## config.mk

```make
export PLATFORM = sky130hd
export DESIGN_NAME = tlb_top
export DESIGN_NICKNAME = d
export VERILOG_FILES = /design/src/rtl/tlb_pkg.sv /design/src/rtl/tlb_entry_array.sv /design/src/rtl/tlb_victim.sv /design/src/rtl/tlb_miss_fsm.sv /design/src/rtl/tlb_top.sv
export SDC_FILE = /design/constraint.sdc
export NUM_CORES = 1
export LEC_CHECK = 0
export BUFFER_PORTS_ARGS = -buffer_cell sky130_fd_sc_hd__buf_4
export CAP_MARGIN = 10
export CORE_ASPECT_RATIO = 0.6
export CORE_UTILIZATION = 55
export DETAILED_ROUTE_END_ITERATION = 7
export GPL_TIMING_DRIVEN = 0
export PLACE_DENSITY = 0.76
export SYNTH_ARGS = -nofsm -noshare
export SYNTH_HDL_FRONTEND = slang
export SYNTH_SLANG_ARGS = --single-unit
```

## constraint.sdc

```tcl
create_clock -name clk -period 7.8 [get_ports clk]
set_clock_uncertainty 0.1 [all_clocks]
set_input_delay 0 -clock clk [delete_from_list [all_inputs] [get_ports clk]]
set_output_delay 0 -clock clk [all_outputs]
set_load 0.01 [all_outputs]
```

## src/rtl/tlb_pkg.sv

```systemverilog
package tlb_pkg;
  localparam int FLAG_W      = 9;
  localparam int FLAG_PRESENT = 0;
  localparam int FLAG_GLOBAL  = 8;

  typedef enum logic [1:0] {
    MS_IDLE = 2'd0,
    MS_REQ  = 2'd1,
    MS_WAIT = 2'd2
  } miss_state_e;
endpackage

```

## src/rtl/tlb_entry_array.sv

```systemverilog
module tlb_entry_array
  import tlb_pkg::*;
#(
  parameter int ENTRIES = 8,
  parameter int VPN_W   = 4,
  parameter int PFN_W   = 3,
  localparam int IDX_W  = $clog2(ENTRIES)
) (
  input  logic               clk,
  input  logic               rst_n,
  input  logic [VPN_W-1:0]   look_vpn,
  output logic               look_hit,
  output logic [PFN_W-1:0]   look_pfn,
  output logic [FLAG_W-1:0]  look_flags,
  input  logic               inv_valid,
  input  logic [VPN_W-1:0]   inv_vpn,
  input  logic               flush,
  input  logic               fill_en,
  input  logic [IDX_W-1:0]   fill_idx,
  input  logic [VPN_W-1:0]   fill_vpn,
  input  logic [PFN_W-1:0]   fill_pfn,
  input  logic [FLAG_W-1:0]  fill_flags,
  output logic [ENTRIES-1:0] valid_vec
);
  logic [ENTRIES-1:0] valid_q;
  logic [VPN_W-1:0]   tag_q   [ENTRIES];
  logic [PFN_W-1:0]   pfn_q   [ENTRIES];
  logic [FLAG_W-1:0]  flags_q [ENTRIES];
  logic [ENTRIES-1:0] match;
  logic [ENTRIES-1:0] kill;
  logic [ENTRIES-1:0] glob_vec;

  // Compare every tag with the lookup page and OR together the hit data.
  always_comb begin
    look_pfn   = '0;
    look_flags = '0;
    for (int i = 0; i < ENTRIES; i++) begin
      match[i]    = valid_q[i] && (tag_q[i] == look_vpn);
      glob_vec[i] = flags_q[i][FLAG_GLOBAL];
      kill[i]     = valid_q[i] &&
                    ((inv_valid && (tag_q[i] == inv_vpn)) ||
                     (flush && !flags_q[i][FLAG_GLOBAL]));
      if (match[i]) begin
        look_pfn   = look_pfn | pfn_q[i];
        look_flags = look_flags | flags_q[i];
      end
    end
  end
  assign look_hit  = |match;
  assign valid_vec = valid_q;

  // A kill is decided from the old contents. The fill is applied last, so a
  // fresh entry is not killed by an invalidate aimed at the page it replaces.
  always_ff @(posedge clk or negedge rst_n) begin
    if (!rst_n) begin
      valid_q <= '0;
    end else begin
      for (int i = 0; i < ENTRIES; i++) begin
        if (kill[i]) valid_q[i] <= 1'b0;
        if (fill_en && (fill_idx == IDX_W'(i))) valid_q[i] <= 1'b1;
      end
    end
  end

  always_ff @(posedge clk) begin
    for (int i = 0; i < ENTRIES; i++) begin
      if (fill_en && (fill_idx == IDX_W'(i))) begin
        tag_q[i]   <= fill_vpn;
        pfn_q[i]   <= fill_pfn;
        flags_q[i] <= fill_flags;
      end
    end
  end

  AST_ONE_MATCH: assert property (@(posedge clk) disable iff (!rst_n)
    $onehot0(match));

  AST_FLUSH_KEEPS_GLOBAL: assert property (@(posedge clk) disable iff (!rst_n)
    flush |=> ((valid_q & ~glob_vec) == '0));

  for (genvar g = 0; g < ENTRIES; g++) begin : g_inv_chk
    AST_INV_CLEARS: assert property (@(posedge clk) disable iff (!rst_n)
      inv_valid |=> !(valid_q[g] && (tag_q[g] == $past(inv_vpn))));
  end
endmodule

```

## src/rtl/tlb_victim.sv

```systemverilog
module tlb_victim #(
  parameter int ENTRIES = 8,
  localparam int IDX_W  = $clog2(ENTRIES)
) (
  input  logic               clk,
  input  logic               rst_n,
  input  logic [ENTRIES-1:0] valid_vec,
  input  logic               fill_en,
  output logic [IDX_W-1:0]   victim_idx,
  output logic               all_full
);
  logic [IDX_W-1:0] rr_q;
  logic [IDX_W-1:0] free_idx;

  // Scan from the top down so the lowest empty slot is the one that remains.
  always_comb begin
    free_idx = '0;
    for (int i = ENTRIES - 1; i >= 0; i--) begin
      if (!valid_vec[i]) free_idx = IDX_W'(i);
    end
  end

  assign all_full   = &valid_vec;
  assign victim_idx = all_full ? rr_q : free_idx;

  always_ff @(posedge clk or negedge rst_n) begin
    if (!rst_n) begin
      rr_q <= '0;
    end else if (fill_en && all_full) begin
      rr_q <= (rr_q == IDX_W'(ENTRIES - 1)) ? '0 : rr_q + 1'b1;
    end
  end

  AST_VICTIM_EMPTY: assert property (@(posedge clk) disable iff (!rst_n)
    !all_full |-> !valid_vec[victim_idx]);
endmodule

```

## src/rtl/tlb_miss_fsm.sv

```systemverilog
module tlb_miss_fsm
  import tlb_pkg::*;
#(
  parameter int VPN_W = 4
) (
  input  logic             clk,
  input  logic             rst_n,
  input  logic             start,
  input  logic [VPN_W-1:0] start_vpn,
  output miss_state_e      state,
  output logic [VPN_W-1:0] miss_vpn,
  output logic             tw_req_valid,
  input  logic             tw_req_ready,
  output logic [VPN_W-1:0] tw_req_vpn,
  input  logic             tw_rsp_valid,
  output logic             tw_rsp_ready,
  output logic             done
);
  miss_state_e state_q;

  always_ff @(posedge clk or negedge rst_n) begin
    if (!rst_n) begin
      state_q  <= MS_IDLE;
      miss_vpn <= '0;
    end else begin
      case (state_q)
        MS_IDLE: if (start) begin
          state_q  <= MS_REQ;
          miss_vpn <= start_vpn;
        end
        MS_REQ:  if (tw_req_ready) state_q <= MS_WAIT;
        MS_WAIT: if (tw_rsp_valid) state_q <= MS_IDLE;
        default: state_q <= MS_IDLE;
      endcase
    end
  end

  assign state        = state_q;
  assign tw_req_valid = (state_q == MS_REQ);
  assign tw_req_vpn   = miss_vpn;
  assign tw_rsp_ready = (state_q == MS_WAIT);
  assign done         = tw_rsp_ready && tw_rsp_valid;

  AST_TW_REQ_HOLD: assert property (@(posedge clk) disable iff (!rst_n)
    (tw_req_valid && !tw_req_ready) |=> (tw_req_valid && $stable(tw_req_vpn)));
endmodule

```

## src/rtl/tlb_top.sv

```systemverilog
module tlb_top
  import tlb_pkg::*;
#(
  parameter int ENTRIES = 8,
  parameter int VPN_W   = 4,
  parameter int PFN_W   = 3,
  parameter int OFF_W   = 4,
  localparam int IDX_W  = $clog2(ENTRIES),
  localparam int PTE_W  = PFN_W + FLAG_W,
  localparam int PA_W   = PFN_W + OFF_W
) (
  input  logic              clk,
  input  logic              rst_n,
  input  logic              req_valid,
  output logic              req_ready,
  input  logic [VPN_W-1:0]  req_vpn,
  input  logic [OFF_W-1:0]  req_off,
  output logic              rsp_valid,
  input  logic              rsp_ready,
  output logic [PA_W-1:0]   rsp_paddr,
  output logic [FLAG_W-1:0] rsp_flags,
  output logic              rsp_fault,
  output logic              rsp_hit,
  output logic              tw_req_valid,
  input  logic              tw_req_ready,
  output logic [VPN_W-1:0]  tw_req_vpn,
  input  logic              tw_rsp_valid,
  output logic              tw_rsp_ready,
  input  logic [PTE_W-1:0]  tw_rsp_pte,
  input  logic              inv_valid,
  input  logic [VPN_W-1:0]  inv_vpn,
  input  logic              flush_nonglobal
);
  miss_state_e        state;
  logic [VPN_W-1:0]   miss_vpn;
  logic               done;
  logic               look_hit;
  logic [PFN_W-1:0]   look_pfn;
  logic [FLAG_W-1:0]  look_flags;
  logic [ENTRIES-1:0] valid_vec;
  logic [IDX_W-1:0]   victim_idx;
  logic               all_full;
  logic               accept;
  logic               fill_en;
  logic [OFF_W-1:0]   off_q;
  logic [PFN_W-1:0]   pte_pfn;
  logic [FLAG_W-1:0]  pte_flags;
  logic               pte_present;

  assign pte_pfn     = tw_rsp_pte[PTE_W-1:FLAG_W];
  assign pte_flags   = tw_rsp_pte[FLAG_W-1:0];
  assign pte_present = pte_flags[FLAG_PRESENT];

  assign req_ready = (state == MS_IDLE) && (!rsp_valid || rsp_ready);
  assign accept    = req_valid && req_ready;

  // A fill is blocked by a same-cycle invalidate of the page being filled,
  // or by a flush when the new entry is not global.
  assign fill_en = done && pte_present &&
                   !(inv_valid && (inv_vpn == miss_vpn)) &&
                   !(flush_nonglobal && !pte_flags[FLAG_GLOBAL]);

  tlb_entry_array #(.ENTRIES(ENTRIES), .VPN_W(VPN_W), .PFN_W(PFN_W)) u_array (
    .clk        (clk),
    .rst_n      (rst_n),
    .look_vpn   (req_vpn),
    .look_hit   (look_hit),
    .look_pfn   (look_pfn),
    .look_flags (look_flags),
    .inv_valid  (inv_valid),
    .inv_vpn    (inv_vpn),
    .flush      (flush_nonglobal),
    .fill_en    (fill_en),
    .fill_idx   (victim_idx),
    .fill_vpn   (miss_vpn),
    .fill_pfn   (pte_pfn),
    .fill_flags (pte_flags),
    .valid_vec  (valid_vec)
  );

  tlb_victim #(.ENTRIES(ENTRIES)) u_victim (
    .clk        (clk),
    .rst_n      (rst_n),
    .valid_vec  (valid_vec),
    .fill_en    (fill_en),
    .victim_idx (victim_idx),
    .all_full   (all_full)
  );

  tlb_miss_fsm #(.VPN_W(VPN_W)) u_fsm (
    .clk          (clk),
    .rst_n        (rst_n),
    .start        (accept && !look_hit),
    .start_vpn    (req_vpn),
    .state        (state),
    .miss_vpn     (miss_vpn),
    .tw_req_valid (tw_req_valid),
    .tw_req_ready (tw_req_ready),
    .tw_req_vpn   (tw_req_vpn),
    .tw_rsp_valid (tw_rsp_valid),
    .tw_rsp_ready (tw_rsp_ready),
    .done         (done)
  );

  always_ff @(posedge clk or negedge rst_n) begin
    if (!rst_n) begin
      off_q <= '0;
    end else if (accept) begin
      off_q <= req_off;
    end
  end

  // The response register loads on a hit or on a table answer. A new load
  // happens only when the register is empty or being drained this cycle.
  always_ff @(posedge clk or negedge rst_n) begin
    if (!rst_n) begin
      rsp_valid <= 1'b0;
      rsp_paddr <= '0;
      rsp_flags <= '0;
      rsp_fault <= 1'b0;
      rsp_hit   <= 1'b0;
    end else if (accept && look_hit) begin
      rsp_valid <= 1'b1;
      rsp_paddr <= {look_pfn, req_off};
      rsp_flags <= look_flags;
      rsp_fault <= 1'b0;
      rsp_hit   <= 1'b1;
    end else if (done) begin
      rsp_valid <= 1'b1;
      rsp_paddr <= pte_present ? {pte_pfn, off_q} : '0;
      rsp_flags <= pte_flags;
      rsp_fault <= !pte_present;
      rsp_hit   <= 1'b0;
    end else if (rsp_ready) begin
      rsp_valid <= 1'b0;
    end
  end

  AST_RSP_HOLD: assert property (@(posedge clk) disable iff (!rst_n)
    (rsp_valid && !rsp_ready) |=> (rsp_valid && $stable(rsp_paddr) && $stable(rsp_flags)));

  AST_NO_TW_ON_HIT: assert property (@(posedge clk) disable iff (!rst_n)
    (accept && look_hit) |=> !tw_req_valid);

  AST_FAULT_NOT_FILLED: assert property (@(posedge clk) disable iff (!rst_n)
    (done && !pte_present) |-> !fill_en);
endmodule

```

==> metrics.md <==
| Metric | Value |
|---|---|
| RSZ-0062 raised after global routing | `false` |
| Largest cells by area after synthesis | `edfxtp_1 (52%), dfrtp_1 (13%), xor2_1 (5.7%)` |
| Non-Filler Instances | `814` |
| DRT antenna net count | `0` |
| Share of the synthesized area in the top cell type | `51.8%` |
| Startpoint types | `register` |
| Number of global-route vias before repair | `5149` |
| Period utilisation layout | `39.7%` |
| Avg WL per Cell | `23.9 um` |
| Synthesized Nets | `568` |
| GRT Util Overall | `29.2%` |
| Power Total | `2.37 mW` |
| Leading area contributor after synthesis | `edfxtp_1` |
| Initial antenna violation count | `0` |
| Number of synthesized register bits | `168` |
| Initial core utilization | `57.0%` |
| Vias post-DR | `5147` |
| Fin crit period | `3100 ps` |
| # H-tree levels | `4` |
| Combinational power share | `16.7%` |
| CP max stage cell | `nor2_2` |
| Reg2reg setup slack | `4700 ps` |
| DIE AREA | `14000 sq um` |
| Endpoints failing hold | `0` |
| DRT Wirelength | `19.5 mm` |
| Number of CTS-inserted buffers | `17` |
| FF-to-FF End | `u_array.flags_q[0][25]$_DFFE_PP_` |
| Nets | `665` |
| Final routed DRC violation total | `4` |
| Worst r2r src | `u_fsm.state[0]$_DFFE_PN0P_` |
| Max Slew Vio Count | `0` |
| Synth cell types | `55` |
| Drt first pass iters | `7` |
| Slew margin rel. | `30.4%` |
| Post-synth ARST share | `23.8%` |
| Clock slew at reported path FFs | `70 ps` |
| Vias per inst | `6.32` |
| Finished Core Util | `68.3%` |
| Post-route cell area | `8890 sq um` |
| Fmax | `323 MHz` |
| Final TNS setup | `0 ps` |
| Critical path type | `register to register` |
| Port buffer count | `48` |
| Postcts setup bufs | `0` |
| Clock group share of total power | `34.7%` |
| Status | `complete, but fails checks` |
| CTS tree | `done` |
| Synth Cell Area | `7410 sq um` |
| DP HPWL | `12.9 mm` |
| Power per cell area | `266 nW/um^2` |
| Longest Clk Path Bufs | `2` |
| N_diodes | `0` |
| Gpl congestion | `0.889` |
| Die W | `152 um` |
| Avg Inst Size Synth | `13.9 sq um` |
| Syn. warnings | `0` |
| NetSw | `663 uW` |
| Crit-path max cell delay | `830 ps` |
| Post-place instance area | `8070 sq um` |
| Cells after Synth | `534` |
| Layout cells sized above 1 | `19.9%` |
| Max Cap Viol | `0` |
| Root buf cell | `clkbuf_16` |
| Worst Reg2Reg Path Length in Cells | `8` |
| Num rows | `32` |
| Sw Share | `28.0%` |
| Peak VDD IR | `0.189 mV` |
| Fin worst setup slack | `4700 ps` |
| Top FF cell, synth | `edfxtp_1` |
| CP Capture Type | `register` |
| Clk_lat worst skew | `430 ps` |
| Number of enable flip-flop cells after synthesis | `128` |
| CP Data Arrival Time | `3050 ps` |
| Pint | `1.70 mW` |
| Worst Path Required | `7750 ps` |
| Hold_ws | `9.94 ps` |
| Seq pwr share | `48.5%` |
| Crit Path Max Fanout | `16` |
| Final setup viols | `0` |
| Gr ovfl total | `0` |
| I/O pin cnt | `58` |
| Initial DRC Count | `568` |
| FILL cells | `870` |
| Core ar. | `13000 sq um` |
| TritonCTS sink count | `168` |
| Area delta synth->final | `19.9%` |
| Violated checks | `DRC` |
| Placed cell count | `757` |
| Largest net degree at the start of global routing | `41` |
| Hold crit path type | `primary input to async pin` |
| Die height | `91.9 um` |
| Worst-margin pin slew | `1020 ps` |
| Crit-path cells | `and3b_1 > buf_2 > and2_1 > buf_4 > o221ai_2 > nor2b_1 > nand2_1 > nor2_2` |
| First-pass GRT wire length | `29.4 mm` |
| Sequential area share after synthesis | `65.3%` |
| Setup Slack @ Placement | `4770 ps` |
| Pleak | `3.36 nW` |
cell families after synthesis:
logic type | Yosys count | share of synthesized area (%)
buffers and inverters | 52 | 3.46
and+or+nand+nor | 138 | 10.6
AOI/OAI and AO/OA | 94 | 10.5
xor gates and xnor gates | 68 | 8.03
adders and majority gates | 2 | 0.337
muxes | 12 | 1.79
DFF | 168 | 65.3
area by class of cell:
class	count	area, sq um	share of cell area [%]
Sequential cell	168	4840	54.5
Timing Repair Buffer	78	678	7.63
Clock inverter	14	141	1.59
Buffer	30	173	1.94
Inverter	22	83.8	0.943
Clock buffer	18	429	4.83
Tap cell	170	213	2.39
Multi-Input combinational cell	314	2330	26.2
Yosys cell counts, types with 2 or more instances:
cell type / instances
nand4_1: 36
mux2_2: 4
xor2_1: 48
and2_1: 2
edfxtp_1: 128
nor2_1: 12
nand3_1: 2
and3_1: 7
inv_1: 21
mux2i_1: 2
o21ai_1: 2
a22o_1: 23
and4_1: 3
o22ai_1: 8
o211ai_1: 5
o31ai_1: 11
or4_1: 2
or3_1: 2
buf_2: 6
ha_1: 2
and3_4: 2
buf_4: 2
a22oi_1: 2
nor4_1: 8
o311ai_1: 7
o21ai_0: 9
mux2_1: 6
dfrtp_1: 40
nor2b_1: 4
xnor2_1: 20
clkbuf_1: 14
a21o_1: 2
buf_1: 2
nor3_1: 8
o211ai_2: 8
buf_6: 6
o2111ai_1: 10
nand2_1: 41
registers in the layout (all words and copies together) (netlist names), 4 cells and up:
| name | count |
|---|---|
| rsp_flags | 9 |
| off_q | 4 |
| u_array.flags_q | 72 |
| rsp_paddr | 7 |
| u_array.pfn_q | 24 |
| u_array.tag_q | 32 |
| u_fsm.miss_vpn | 4 |
| u_array.valid_vec | 8 |
cell usage in the layout, fill, tap and decap left out, drive strengths merged, types with 8 or more instances in the layout:
cell / n
dlygate4sd3: 25
o2111ai: 10
nor2: 12
nor3: 10
o31ai: 11
xor2: 48
a22o: 23
o211ai: 13
clkbuf: 32
nand2: 41
edfxtp: 128
mux2: 10
xnor2: 20
nand4: 36
inv: 27
and3: 9
o21ai: 11
buf: 69
o22ai: 8
nor4: 10
dfrtp: 40
per-layer routing:
metal / GRT usage [%] / vias to the layer above / routed length [um]
met5: 0 / - / 0
met1: 40.8 / 2520 / 8050
met3: 7.56 / 48 / 2240
li1: - / 2239 / -
met4: 8.93 / 0 / 352
met2: 45.3 / 340 / 8840
worst max-delay path, delay by kind of cell (launching register included):
family          cells  cell delay, ps
flops               1             420
buf+inv             2             420
simple gates        5            1600
compound gates      1             150
worst max path at each step:
stage                                     from                               end  slack, ps  cells after the start
finish              u_fsm.state[0]$_DFFE_PN0P_  u_array.flags_q[0][25]$_DFFE_PP_       4700                      8
global route        u_fsm.state[0]$_DFFE_PN0P_    u_array.tag_q[0][11]$_DFFE_PP_       4510                      8
CTS                 u_fsm.state[0]$_DFFE_PN0P_    u_array.tag_q[0][11]$_DFFE_PP_       4750                      8
detailed placement  u_fsm.state[0]$_DFFE_PN0P_  u_array.flags_q[0][25]$_DFFE_PP_       4770                      8
global placement    u_fsm.state[0]$_DFFE_PN0P_   u_array.flags_q[0][7]$_DFFE_PP_       4330                      8
floorplan           u_fsm.state[0]$_DFFE_PN0P_  u_array.flags_q[0][18]$_DFFE_PP_       5270                      8
power by group through the flow:
stage / Combinational (mW) / Sequential, mW / Clock (mW)
finish: 0.396 / 1.15 / 0.823
global route: 0.421 / 1.16 / 0.855
detailed placement: 0.380 / 1.16 / 0
CTS: 0.394 / 1.15 / 0.826
global placement: 0.365 / 1.16 / 0
floorplan: 0.180 / 1.17 / 0
repair_timing:
action / 4_1_cts / 5_1_grt
hold buffers: 25 / 0
gates resized for setup: 0 / 0
setup endpoints to repair: 0 / 0
endpoints found under the hold margin: 170 / 0
(Power assumes the default switching activity.)
